<file path="config.mk">
export PLATFORM = sky130hd
export DESIGN_NAME = mii_pause_detect
export DESIGN_NICKNAME = d
export VERILOG_FILES = /design/src/rtl/mii_pause_pkg.sv /design/src/rtl/mii_pause_ctrl.sv /design/src/rtl/mii_pause_dp.sv /design/src/rtl/mii_pause_detect.sv
export SDC_FILE = /design/constraint.sdc
export NUM_CORES = 1
export LEC_CHECK = 0
export ABC_AREA = 1
export BUFFER_PORTS_ARGS = -buffer_cell sky130_fd_sc_hd__clkbuf_2
export CAP_MARGIN = 25
export CORE_UTILIZATION = 47
export CTS_CLUSTER_SIZE = 30
export DETAILED_ROUTE_END_ITERATION = 7
export HOLD_SLACK_MARGIN = 0.03
export PLACE_DENSITY_LB_ADDON = 0.15
export SLEW_MARGIN = 10
export SYNTH_ARGS = -nofsm -noshare
export SYNTH_HDL_FRONTEND = slang
export SYNTH_SLANG_ARGS = --single-unit
</file>
<file path="constraint.sdc">
create_clock -name clk -period 2.77 [get_ports clk]
set_input_delay 0.277 -clock clk [delete_from_list [all_inputs] [get_ports clk]]
set_output_delay 0.277 -clock clk [all_outputs]
set_load 0.01 [all_outputs]
</file>
<file path="src/rtl/mii_pause_pkg.sv">
package mii_pause_pkg;

  // strobes from control to datapath
  typedef struct packed {
    logic startFrame;
    logic takeNib;
    logic endFrame;
  } ctrl_t;

  // status from datapath back
  typedef struct packed {
    logic hdrOk;
    logic gotTimer;
  } dp_stat_t;

  typedef enum logic {ST_HUNT, ST_BODY} rx_state_e;

  localparam int TMR_HI_IDX = 16;
  localparam int TMR_LO_IDX = 17;

  // byte positions whose value is fixed for a PAUSE frame
  function automatic logic isFixed(input int idx);
    return (idx < 6) || (idx >= 12 && idx < 16);
  endfunction

  function automatic logic [7:0] refByte(input int idx);
    case (idx)
      0:       return 8'h01;
      1:       return 8'h80;
      2:       return 8'hC2;
      5:       return 8'h01;
      12:      return 8'h88;
      13:      return 8'h08;
      15:      return 8'h01;
      default: return 8'h00;
    endcase
  endfunction

endpackage

</file>
<file path="src/rtl/mii_pause_ctrl.sv">
module mii_pause_ctrl
  import mii_pause_pkg::*;
#(
  parameter int PRE_MIN = 15
) (
  input  logic       clk,
  input  logic       rstN,
  input  logic [3:0] rxNibble,
  input  logic       rxValid,
  output ctrl_t      ctrlStb
);
  localparam int PRE_W = $clog2(PRE_MIN + 1);
  localparam logic [PRE_W-1:0] PRE_TOP = PRE_W'(PRE_MIN);

  rx_state_e        state;
  logic [PRE_W-1:0] preCnt;
  logic             sfdHit;

  assign sfdHit = rxValid && (rxNibble == 4'hD) && (preCnt >= PRE_TOP);

  always_comb begin
    ctrlStb = '0;
    case (state)
      ST_HUNT: ctrlStb.startFrame = sfdHit;
      ST_BODY: begin
        ctrlStb.takeNib  = rxValid;
        ctrlStb.endFrame = !rxValid;
      end
      default: ;
    endcase
  end

  always_ff @(posedge clk or negedge rstN) begin
    if (!rstN) begin
      state  <= ST_HUNT;
      preCnt <= '0;
    end else begin
      case (state)
        ST_HUNT: begin
          if (!rxValid) begin
            preCnt <= '0;
          end else if (rxNibble == 4'h5) begin
            if (preCnt != PRE_TOP) preCnt <= preCnt + 1'b1;
          end else if (sfdHit) begin
            preCnt <= '0;
            state  <= ST_BODY;
          end else begin
            preCnt <= '0;
          end
        end
        ST_BODY: begin
          if (!rxValid) state <= ST_HUNT;
        end
        default: state <= ST_HUNT;
      endcase
    end
  end
endmodule

</file>
<file path="src/rtl/mii_pause_dp.sv">
module mii_pause_dp
  import mii_pause_pkg::*;
#(
  parameter int CNT_W = 7
) (
  input  logic        clk,
  input  logic        rstN,
  input  logic [3:0]  rxNibble,
  input  ctrl_t       ctrlStb,
  output dp_stat_t    dpStat,
  output logic        pauseValid,
  output logic [15:0] pauseTimer
);
  localparam logic [CNT_W-1:0] CNT_MAX = {CNT_W{1'b1}};

  logic [3:0]       loNib;
  logic             oddNib;
  logic [CNT_W-1:0] byteIdx;
  logic             hdrOk;
  logic             gotTimer;
  logic [15:0]      timerAcc;
  logic [7:0]       curByte;
  logic             report;

  assign curByte = {rxNibble, loNib};
  assign report  = ctrlStb.endFrame && hdrOk && gotTimer;
  assign dpStat  = '{hdrOk: hdrOk, gotTimer: gotTimer};

  always_ff @(posedge clk or negedge rstN) begin
    if (!rstN) begin
      loNib    <= '0;
      oddNib   <= 1'b0;
      byteIdx  <= '0;
      hdrOk    <= 1'b0;
      gotTimer <= 1'b0;
      timerAcc <= '0;
    end else if (ctrlStb.startFrame) begin
      oddNib   <= 1'b0;
      byteIdx  <= '0;
      hdrOk    <= 1'b1;
      gotTimer <= 1'b0;
    end else if (ctrlStb.takeNib) begin
      if (!oddNib) begin
        loNib  <= rxNibble;
        oddNib <= 1'b1;
      end else begin
        oddNib <= 1'b0;
        if (byteIdx != CNT_MAX) byteIdx <= byteIdx + 1'b1;
        if (isFixed(int'(byteIdx)) && (curByte != refByte(int'(byteIdx))))
          hdrOk <= 1'b0;
        if (int'(byteIdx) == TMR_HI_IDX) timerAcc[15:8] <= curByte;
        if (int'(byteIdx) == TMR_LO_IDX) begin
          timerAcc[7:0] <= curByte;
          gotTimer      <= 1'b1;
        end
      end
    end
  end

  always_ff @(posedge clk or negedge rstN) begin
    if (!rstN) begin
      pauseValid <= 1'b0;
      pauseTimer <= '0;
    end else begin
      pauseValid <= report;
      if (report) pauseTimer <= timerAcc;
    end
  end
endmodule

</file>
<file path="src/rtl/mii_pause_detect.sv">
module mii_pause_detect
  import mii_pause_pkg::*;
#(
  parameter int PRE_MIN = 15,
  parameter int CNT_W   = 7
) (
  input  logic        clk,
  input  logic        rstN,
  input  logic [3:0]  rxNibble,
  input  logic        rxValid,
  output logic        pauseValid,
  output logic [15:0] pauseTimer
);
  ctrl_t    ctrlStb;
  dp_stat_t dpStat;

  mii_pause_ctrl #(.PRE_MIN(PRE_MIN)) ctrl_i (
    .clk      (clk),
    .rstN     (rstN),
    .rxNibble (rxNibble),
    .rxValid  (rxValid),
    .ctrlStb  (ctrlStb)
  );

  mii_pause_dp #(.CNT_W(CNT_W)) dp_i (
    .clk        (clk),
    .rstN       (rstN),
    .rxNibble   (rxNibble),
    .ctrlStb    (ctrlStb),
    .dpStat     (dpStat),
    .pauseValid (pauseValid),
    .pauseTimer (pauseTimer)
  );
endmodule

</file>
==> results.py, run 1 <==
metrics = {
    "setup_path": {
        "required_ns": 2.97,
        "crit_start": "dp_i.byteIdx[0]",
        "cp_top_family": "simple AND/OR/NAND/NOR gates",
        "reg2reg_from": "dp_i.byteIdx[0]",
        "cp_max_fo": 8,
        "start_kind": "register",
        "worstPathCellList": "ha_1 > nand3_1 > nor3_2 > nand2_1 > nand2_1 > nand2_2 > nand3_2 > nand2_1 > nand2_1 > nor2_1",
        "cp_slowest_cell": "dfrtp_1",
        "cp-end-kind": "register",
        "path_buf_inv": 0,
        "arrival_ns": 1.94,
        "cp_common_cell": "nand2_1",
        "slowest_delay_ns": 0.51,
        "worstSetupPathType": "reg2reg",
    },
    "synth": {
        "ys_seq_elements": 52,
        "synth_edf_count": 0,
        "syn_nets": 305,
        "ys_seq_area_share_pct": 53.3,
        "syn_area_per_cell_sq_um": 8.33,
        "netlist_instances": 293,
        "ys_warn_count": 0,
        "synth_cell_type_count": 27,
        "ys_dominant_reg_cell": "dfrtp_1",
        "netlist_area_sq_um": 2440,
        "ys_async_sr_fraction_pct": 100,
    },
    "timing": {
        "fin_worst_skew_ns": 0.0101,
        "drv_slew": 0,
        "rsz0062_at_grt": "false",
        "fin_tns_setup_ns": 0,
        "relSlewSlack_pct": 66.1,
        "setup_ws_ns": 1.03,
        "fin_crit_sh_pct": 62.9,
        "hold_violations": 0,
        "whs_ns": 0.319,
        "worst_pin_slew_ns": 0.509,
        "fmax_ghz": 0.574,
        "period_needed_ns": 1.74,
        "finalSetupViolations": 0,
    },
    "clocking": {
        "postCtsSetupRepairBufs": 0,
        "cts_made_buffers": 5,
        "clk_pin_slew_worst_paths_ns": 0.10,
        "clk_latency_ns": 0.31,
        "cts_htree_levels": 2,
        "clock_path_buffers": 2,
        "cts.sinks": 52,
        "cts-root-buf": "clkbuf_8",
        "ctsResizeCount": 0,
        "cts_tree": "done",
        "holdBufCountCts": 1,
    },
    "floorplanning": {
        "die_y_um": 74.1,
        "coreArea_sq_um": 4850,
        "ios": 24,
        "die_x_um": 74.1,
        "start_util_pct": 50.3,
        "core.rowCount": 25,
        "dieArea_sq_um": 5490,
    },
    "power_and_ir_drop": {
        "pwr-share-seq_pct": 53.3,
        "pwr-share-clk_pct": 43.3,
        "swShare_pct": 20.8,
        "internal-power_uw": 1140,
        "pwr-share-comb_pct": 3.4,
        "p_leak_uw": 0.00147,
        "p_sw_uw": 299,
        "power.density_nw_per_um2": 517,
        "ir_drop_uv": 262,
    },
    "layout": {
        "diodes": 0,
        "drive_gt1_share_pct": 14.6,
        "final_cell_mix": "117 x nand2_1, 52 x dfrtp_1, 28 x o21ai_0, 26 x inv_1, 23 x clkbuf_2",
        "layout_commonest_cell": "nand2_1",
        "area_growth_pct": 13.8,
        "finalNetCount": 334,
    },
    "route": {
        "drt_iter0_markers": 91,
        "drt-wirelength-per-cell_um": 12.1,
        "viasPerCell": 4.89,
        "ant_nets": 0,
        "via_count": 1909,
        "route.detailed.drc": 0,
        "drt-total-wl_um": 4720,
        "firstDrtPassIters": 4,
    },
    "global_route": {
        "antenna_found_initial": 0,
        "grt_start_max_net_pins": 34,
        "grt_pass1_wl_um": 8200,
        "grt_overflow": 0,
        "grt_util_all_layers_pct": 19.8,
        "grt_pass1_vias": 1799,
    },
    "hold_path": {
        "hold_start": "rxNibble[1]",
        "min-delay-path-class": "in2reg",
    },
    "place": {
        "post-place-ws_ns": 1.04,
        "port_buffers": 23,
        "place_congestion": 0.878,
        "hpwl_um": 3410,
    },
    "status": {
        "status": "finished, final reports clean",
    },
    "run": {
        "drv_cap": 0,
    },
}
==> tightest hold or removal path, stage by stage <==
cell and delay (ns):
clkbuf_2 0.11, inv_1 0.11, o21ai_0 0.09
==> through the flow <==
step	instance area, sq um	total power (uW)	utilization [%]	std cells
2_1_floorplan	2440	800	-	293
3_3_place_gp	2630	829	54.2	381
3_5_place_dp	2630	830	54.2	381
4_1_cts	2780	1450	57.3	390
5_1_grt	2780	1490	57.3	390
6_report	2780	1440	57.3	390
==> power by group through the flow <==
stage	registers (uW)	logic, uW	clock network, uW
3_3_place_gp	780	49.2	0
4_1_cts	765	51.0	639
6_report	765	49.4	621
5_1_grt	766	57.8	670
2_1_floorplan	779	20.4	0
3_5_place_dp	780	49.7	0
==> metal layers <==
metal | part of all wire, % | GRT usage, % | up-vias
li1 | - | - | 988
met1 | 49 | 26.8 | 885
met2 | 46 | 32.2 | 30
met3 | 3.2 | 3.79 | 6
met4 | 1.4 | 6.41 | 0
met5 | 0 | 0 | -
==> area by class of cell <==
class | instances | area (sq um)
fillers | 466 | 2070
flip-flops and latches | 52 | 1300
multi-input cells | 208 | 1010
repair buffers | 26 | 140
inverters | 29 | 109
well taps | 67 | 83.8
clock buffers | 5 | 68.8
clock inverters | 3 | 68.8
==> final timing paths <==
| path | end | slack, ns | cells past startpoint |
|---|---|---|---|
| setup / recovery | dp_i.byteIdx[3] | 1.03 | 10 |
| hold / removal | dp_i.timerAcc[13] | 0.32 | 3 |
| setup reg to reg | dp_i.byteIdx[3] | 1.03 | 10 |
| hold reg to reg | dp_i.pauseTimer[11] | 0.47 | 2 |
| max in group asynchronous | dp_i.timerAcc[11] | 1.49 | 3 |
| min in group asynchronous | dp_i.pauseTimer[15] | 0.47 | 2 |
==> cells in the mapped netlist, types with 2 or more instances <==
library cell	number	area share [%]
nand2_1	117	18
ha_1	5	2.6
nand4_2	3	1.5
nor2_4	2	0.92
inv_2	2	0.31
nor2_2	2	0.51
nor2_1	15	2.3
o21ai_0	28	5.7
xor2_1	2	0.72
inv_1	26	4.0
nand4_1	3	0.77
nand3_1	14	2.9
buf_2	2	0.41
dfrtp_1	52	53
a21oi_1	8	1.6
==> registers in the layout, summed over array words and instances, names as in the netlist <==
signal and cells:
dp_i.gotTimer 1, dp_i.oddNib 1, dp_i.byteIdx 7, dp_i.pauseTimer 16, ctrl_i.preCnt 4, ctrl_i.state 1, dp_i.pauseValid 1, dp_i.loNib 4
dp_i.timerAcc 16, dp_i.hdrOk 1
==> logic make-up (layout without fill, tap and decap cells) <==
logic type                 Yosys count  in the layout  share of synthesized area (%)
and+or+nand+nor                    163            163                           30.0
buffers and inverters               33             63                           5.48
xor gates and xnor gates             2              2                          0.718
AOI/OAI and AO/OA                   38             38                           7.94
adders and majority gates            5              5                           2.56
DFF                                 52             52                           53.3
Note: power is estimated with default switching activity, not from simulation.
==> inputs of run 2 (changes only) <==
Settings changed: ABC_AREA 1 to 0.
Clock period 2.77 ns to 1.6 ns, I/O delays scaled along.
==> run 2 against run 1 <==
Effect of this change:
- the run now ends with setup timing left
- count of clock-buffer cells in the layout rose by 1
- non-clock buffer count rose by 25
- sequential share of layout area decreased by 2.4 points
- clock skew fell by 0.0052 ns
- power is 63% higher
- synthesized area decreased by 5.7%
- via count shrank 12%
- largest cell class unchanged
- highest routed layer unchanged
==> results.py, run 2 <==
metrics = {
    "status": {
        "status": "finished with violations",
        "failed_checks": "setup timing",
    },
    "layout": {
        "final_cell_mix": "53 x nand2_1, 52 x dfrtp_1, 24 x buf_4, 23 x clkbuf_2, 22 x mux2_2",
        "fin_util_pct": 62.0,
        "reg_top3": "dp_i.pauseTimer: 16 flops, dp_i.timerAcc: 16 flops, dp_i.byteIdx: 7 flops",
        "diodes": 0,
        "layout_commonest_cell": "nand2_1",
        "finalNetCount": 279,
        "drive_gt1_share_pct": 35.8,
        "final_cells": 335,
        "area_growth_pct": 27.2,
        "fillerInstances": 383,
    },
    "global_route": {
        "grt_util_all_layers_pct": 19.0,
        "grt_pass1_vias": 1660,
        "grt_pass1_wl_um": 7600,
        "grt_start_max_net_pins": 53,
        "grt_overflow": 0,
        "antenna_found_initial": 0,
    },
    "timing": {
        "fmax_ghz": 0.615,
        "fin_crit_sh_pct": 102,
        "finalSetupViolations": 1,
        "period_needed_ns": 1.63,
        "fin_tns_setup_ns": -0.0265,
        "hold_violations": 0,
        "setup_ws_ns": -0.0265,
        "whs_ns": 0.195,
        "drv_slew": 0,
        "fin_worst_skew_ns": 0.00484,
        "worst_pin_slew_ns": 0.377,
        "relSlewSlack_pct": 74.8,
        "rsz0062_at_grt": "true",
    },
    "route": {
        "route.detailed.drc": 0,
        "drt-wirelength-per-cell_um": 13.0,
        "ant_nets": 0,
        "firstDrtPassIters": 4,
        "via_count": 1680,
        "viasPerCell": 5.01,
        "drt_iter0_markers": 61,
        "drt-total-wl_um": 4360,
    },
    "clocking": {
        "cts-root-buf": "clkbuf_8",
        "cts.sinks": 52,
        "clk_pin_slew_worst_paths_ns": 0.09,
        "cts_htree_levels": 2,
        "cts_made_buffers": 5,
        "clk_latency_ns": 0.30,
        "cts_tree": "done",
        "clock_path_buffers": 2,
    },
    "power_and_ir_drop": {
        "ir_drop_uv": 510,
        "power.density_nw_per_um2": 799,
        "p_leak_uw": 0.00151,
    },
    "hold_path": {
        "min-delay-path-class": "in2reg",
    },
    "place": {
        "place_congestion": 0.839,
        "hpwl_um": 3080,
        "post-place-ws_ns": -0.0879,
        "dp_cells": 324,
        "port_buffers": 23,
    },
    "synth": {
        "synth_fa_ha_area_share_pct": 2.72,
        "ys_async_sr_fraction_pct": 100,
        "ys_seq_elements": 52,
        "synth_mux_area_share_pct": 11.2,
        "synth_xor_xnor_area_share_pct": 2.28,
        "synth_top_family_by_area": "simple AND/OR/NAND/NOR gates",
        "netlist_instances": 216,
        "ys_dominant_reg_cell": "dfrtp_1",
        "ys_seq_area_share_pct": 56.5,
        "syn_nets": 228,
        "yosys.area.top_type": "dfrtp_1",
        "yosys.area_share.simple_pct": 18.0,
        "netlist_area_sq_um": 2300,
        "synth_cell_type_count": 36,
        "synth_edf_count": 0,
        "syn_area_per_cell_sq_um": 10.7,
        "synth_compound_area_share_pct": 6.36,
        "synthTopCellsByCount": "54 x nand2_1, 52 x dfrtp_1, 22 x mux2_2, 15 x nor2_1, 8 x a21oi_1",
        "yosys-top-cells-area": "dfrtp_1 57%, mux2_2 11%, nand2_1 8.8%",
        "ys_warn_count": 0,
        "synth_top_area_share_pct": 56.5,
        "yosysMostFrequentCell": "nand2_1",
    },
    "floorplanning": {
        "start_util_pct": 48.7,
        "dieArea_sq_um": 5180,
        "coreArea_sq_um": 4720,
        "core.rowCount": 25,
        "die_x_um": 72.0,
        "ios": 24,
        "die_y_um": 72.0,
    },
    "setup_path": {
        "worstSetupPathType": "reg2reg",
        "required_ns": 1.79,
        "cp_max_fo": 3,
        "arrival_ns": 1.82,
        "start_kind": "register",
        "cp-end-kind": "register",
    },
    "run": {
        "drv_cap": 0,
    },
}
## run 2: changes by cell type after synthesis, moves of 3 or more
cell and delta:
mux2_2 +22, o21ai_0 -22, nand2_1 -63, nand3_1 -10, inv_1 -19, xnor2_1 +4
or3_1 +3, nand4_2 -3
## run 2: final timing paths
| kind | start | endpoint | slack [ns] | cells after the start |
|---|---|---|---|---|
| min | rxNibble[2] | dp_i.timerAcc[14] | 0.19 | 2 |
| max reg2reg | ctrl_i.state | dp_i.hdrOk | -0.03 | 5 |
| min reg2reg | dp_i.timerAcc[14] | dp_i.pauseTimer[14] | 0.47 | 2 |
| max in group asynchronous | rstN | dp_i.byteIdx[2] | 0.99 | 3 |
| max | ctrl_i.state | dp_i.hdrOk | -0.03 | 5 |
| min in group asynchronous | rstN | dp_i.pauseTimer[0] | 0.38 | 3 |
## run 2: cell families (layout without fill, tap and decap cells)
family / after synthesis / after routing
AOI/OAI and AO/OA: 23 / 23
xor gates and xnor gates: 6 / 6
adders and majority gates: 5 / 5
buffers and inverters: 15 / 67
DFF: 52 / 52
muxes: 23 / 23
and+or+nand+nor: 92 / 92
## run 2: power breakdown
| part | total [uW] | internal (uW) | leakage (uW) | switching, uW |
|---|---|---|---|---|
| sequential | 1320 | 1320 | 0.000711 | 3.75 |
| clock | 941 | 512 | 0.0000614 | 429 |
| combinational | 78.3 | 28.7 | 0.000734 | 49.6 |
| total | 2340 | 1860 | 0.00151 | 483 |
## run 2: critical path, cell delays in order (launching register included)
cell     delay (ns)
dfrtp_1        0.41
nand2_4        0.06
or4b_1         0.49
or3_4          0.34
a31oi_2        0.16
nor3_2         0.05
## run 2: through the flow
step / total power [uW] / cell area (sq um)
2_1_floorplan: 1360 / 2320
3_3_place_gp: 1420 / 2700
3_5_place_dp: 1420 / 2700
4_1_cts: 2370 / 2850
5_1_grt: 2410 / 2930
6_report: 2340 / 2930
## run 2: layout make-up
type | instances | area, sq um | share of cell area [%]
Timing Repair Buffer | 51 | 365 | 12.5
Tap cell | 67 | 83.8 | 2.86
Clock inverter | 2 | 38.8 | 1.32
Sequential cell | 52 | 1300 | 44.4
Multi-Input combinational cell | 149 | 1030 | 35.0
Inverter | 8 | 30.0 | 1.03
Clock buffer | 6 | 82.6 | 2.82
## run 2: repair_timing
| item | 4_1_cts | 5_1_grt |
|---|---|---|
| hold endpoints to repair | 52 | 0 |
| setup endpoints to repair | 4 | 20 |
| resized for setup | 3 | 13 |
| hold buffers | 1 | 0 |
| setup buffers | 1 | 1 |
| pin swaps | 4 | 0 |
## run 2: metal layers
layer | track usage [%] | share of wire (%) | vias up
met5 | 0 | 0 | -
met4 | 5.88 | 1.7 | 0
met3 | 4.31 | 2.8 | 8
met2 | 31.9 | 48 | 29
met1 | 24.8 | 47 | 813
li1 | - | - | 830
==> inputs of run 3 (changes only) <==
Clock period 1.6 ns to 2.1 ns, I/O delays scaled along.
==> run 3 against run 2 <==
Effect of this change:
- critical endpoint is now dp_i.byteIdx[1]
- power decreased by 30%
- the flow now finishes without violations
- maximum frequency decreased by 12%
- register-to-register slack improved by 0.28 ns
- sequential power decreased by 23%
- largest power group unchanged
- count of clock-buffer cells in the layout increased by 1
- flip-flop and latch count unchanged
- wire length decreased by 5.9%
- largest cell class unchanged
- sequential share of layout area increased by 5.6 points
- global-route usage decreased by 1.5 points
- die area unchanged
- setup slack improved by 0.28 ns
==> results.py, run 3 (same netlist as run 2, synthesis figures left out) <==
metrics = {
    "setup_path": {
        "crit_start": "dp_i.byteIdx[0]",
        "cp_slowest_cell": "o31ai_2",
        "cp_top_family": "compound AO/OA/AOI/OAI gates",
        "worstPathCellList": "ha_1 > nand3_1 > o31ai_2 > mux2_2",
        "cp_max_fo": 9,
        "crit_cells": 4,
        "reg2reg_from": "dp_i.byteIdx[0]",
        "worstSetupPathType": "reg2reg",
        "required_ns": 2.29,
        "path_buf_inv": 0,
        "slowest_delay_ns": 0.53,
        "cp-end-kind": "register",
        "start_kind": "register",
        "arrival_ns": 2.04,
        "ff2ff_path_depth": 4,
    },
    "layout": {
        "finalNetCount": 255,
        "fillerInstances": 414,
        "postLayoutCellArea_sq_um": 2600,
        "multi_input_area_sq_um": 933,
        "final_cell_mix": "54 x nand2_1, 52 x dfrtp_1, 23 x clkbuf_2, 22 x mux2_2, 15 x nor2_1",
        "reg_top3": "dp_i.pauseTimer: 16 flops, dp_i.timerAcc: 16 flops, dp_i.byteIdx: 7 flops",
        "layout_commonest_cell": "nand2_1",
        "seq_area_sq_um": 1300,
        "diodes": 0,
        "drive_gt1_share_pct": 23.8,
        "area_growth_pct": 13.0,
    },
    "route": {
        "firstDrtPassIters": 4,
        "drt-total-wl_um": 4100,
        "viasPerCell": 5.01,
        "drt_iter0_markers": 88,
        "route.detailed.drc": 0,
        "drt-wirelength-per-cell_um": 13.2,
        "via_count": 1557,
        "ant_nets": 0,
    },
    "timing": {
        "setup_ws_ns": 0.249,
        "fin_worst_skew_ns": 0.00574,
        "relSlewSlack_pct": 63.7,
        "worst_pin_slew_ns": 0.541,
        "drv_slew": 0,
        "fin_tns_setup_ns": 0,
        "period_needed_ns": 1.85,
        "fmax_ghz": 0.540,
        "fin_crit_sh_pct": 88.1,
        "hold_violations": 0,
        "finalSetupViolations": 0,
        "rsz0062_at_grt": "false",
    },
    "clocking": {
        "clk_pin_slew_worst_paths_ns": 0.09,
        "cts_tree": "done",
        "clk_latency_ns": 0.30,
        "cts-root-buf": "clkbuf_8",
        "cts_htree_levels": 2,
        "cts.sinks": 52,
        "cts_made_buffers": 5,
        "clock_path_buffers": 2,
    },
    "place": {
        "dpl_cell_area_sq_um": 2500,
        "port_buffers": 23,
        "hpwl_um": 2850,
        "post-place-ws_ns": 0.275,
        "place_congestion": 0.801,
    },
    "hold_path": {
        "min-delay-path-class": "in2reg",
        "holdPathStages": 2,
        "hold_start": "rxValid",
    },
    "power_and_ir_drop": {
        "power.density_nw_per_um2": 631,
        "p_leak_uw": 0.00135,
        "ir_drop_uv": 239,
    },
    "global_route": {
        "grt_util_all_layers_pct": 17.6,
        "grt_pass1_wl_um": 6830,
        "antenna_found_initial": 0,
        "grt_overflow": 0,
        "grt_pass1_vias": 1436,
        "grt_start_max_net_pins": 53,
    },
    "run": {
        "drv_cap": 0,
    },
    "floorplanning": {
        "coreArea_sq_um": 4720,
        "die_y_um": 72.0,
        "core.rowCount": 25,
        "dieArea_sq_um": 5180,
        "ios": 24,
        "die_x_um": 72.0,
        "start_util_pct": 48.7,
    },
    "status": {
        "status": "finished, final reports clean",
    },
}
run 3: changes by cell type in the layout (fill, tap and decap cells not counted), moves of 2 or more:
cell    change
buf_12      -2
ha_2        -2
buf_4      -22
ha_1        +3
run 3: cell type report:
class                      instances  area share [%]
inverter                           8            1.15
multi-input combinational        149            35.9
clock inverter                     1           0.288
tap                               67            3.22
timing repair buffer              27            6.15
sequential                        52            50.0
clock buffer                       7            3.32
run 3: metrics by stage:
step	total power [uW]	cells	utilization [%]	hold slack, ns
finish	1640	311	55.1	0.210
floorplan	1040	216	-	-0.0856
CTS	1660	311	55.1	0.208
global placement	1080	302	52.9	0.230
detailed placement	1080	302	52.9	0.226
global route	1700	311	55.1	0.215
run 3: per-layer routing:
metal / routed length, um / global-route usage [%] / up-vias
met5: 0 / 0 / -
li1: - / - / 787
met3: 104 / 4.31 / 5
met4: 62 / 5.88 / 0
met2: 1910 / 28.7 / 22
met1: 2030 / 23.0 / 743
run 3: final timing paths:
| check | slack (ns) | end |
|---|---|---|
| worst min-delay path | 0.21 | ctrl_i.state |
| worst min register to register | 0.46 | dp_i.pauseTimer[13] |
| worst max register to register | 0.25 | dp_i.byteIdx[1] |
| max in group asynchronous | 1.44 | dp_i.pauseTimer[4] |
| min in group asynchronous | 0.43 | dp_i.pauseTimer[10] |
| worst max-delay path | 0.25 | dp_i.byteIdx[1] |
run 3: worst register-to-register path: stages, from the launching register on:
cell	delay, ns
dfrtp_1	0.48
ha_1	0.21
nand3_1	0.13
o31ai_2	0.53
mux2_2	0.40
run 3: repair_timing:
| action | 4_1_cts | 5_1_grt |
|---|---|---|
| hold endpoints to repair | 52 | 0 |
| buffers inserted | 0 | 0 |
| gates resized for setup | 0 | 0 |
| setup endpoints to repair | 0 | 0 |
| hold buffers | 1 | 0 |
run 3: where the power goes:
group	switching, uW	internal, uW
combinational	33.0	15.5
clock	320	268
sequential	3.19	1000
total	356	1290
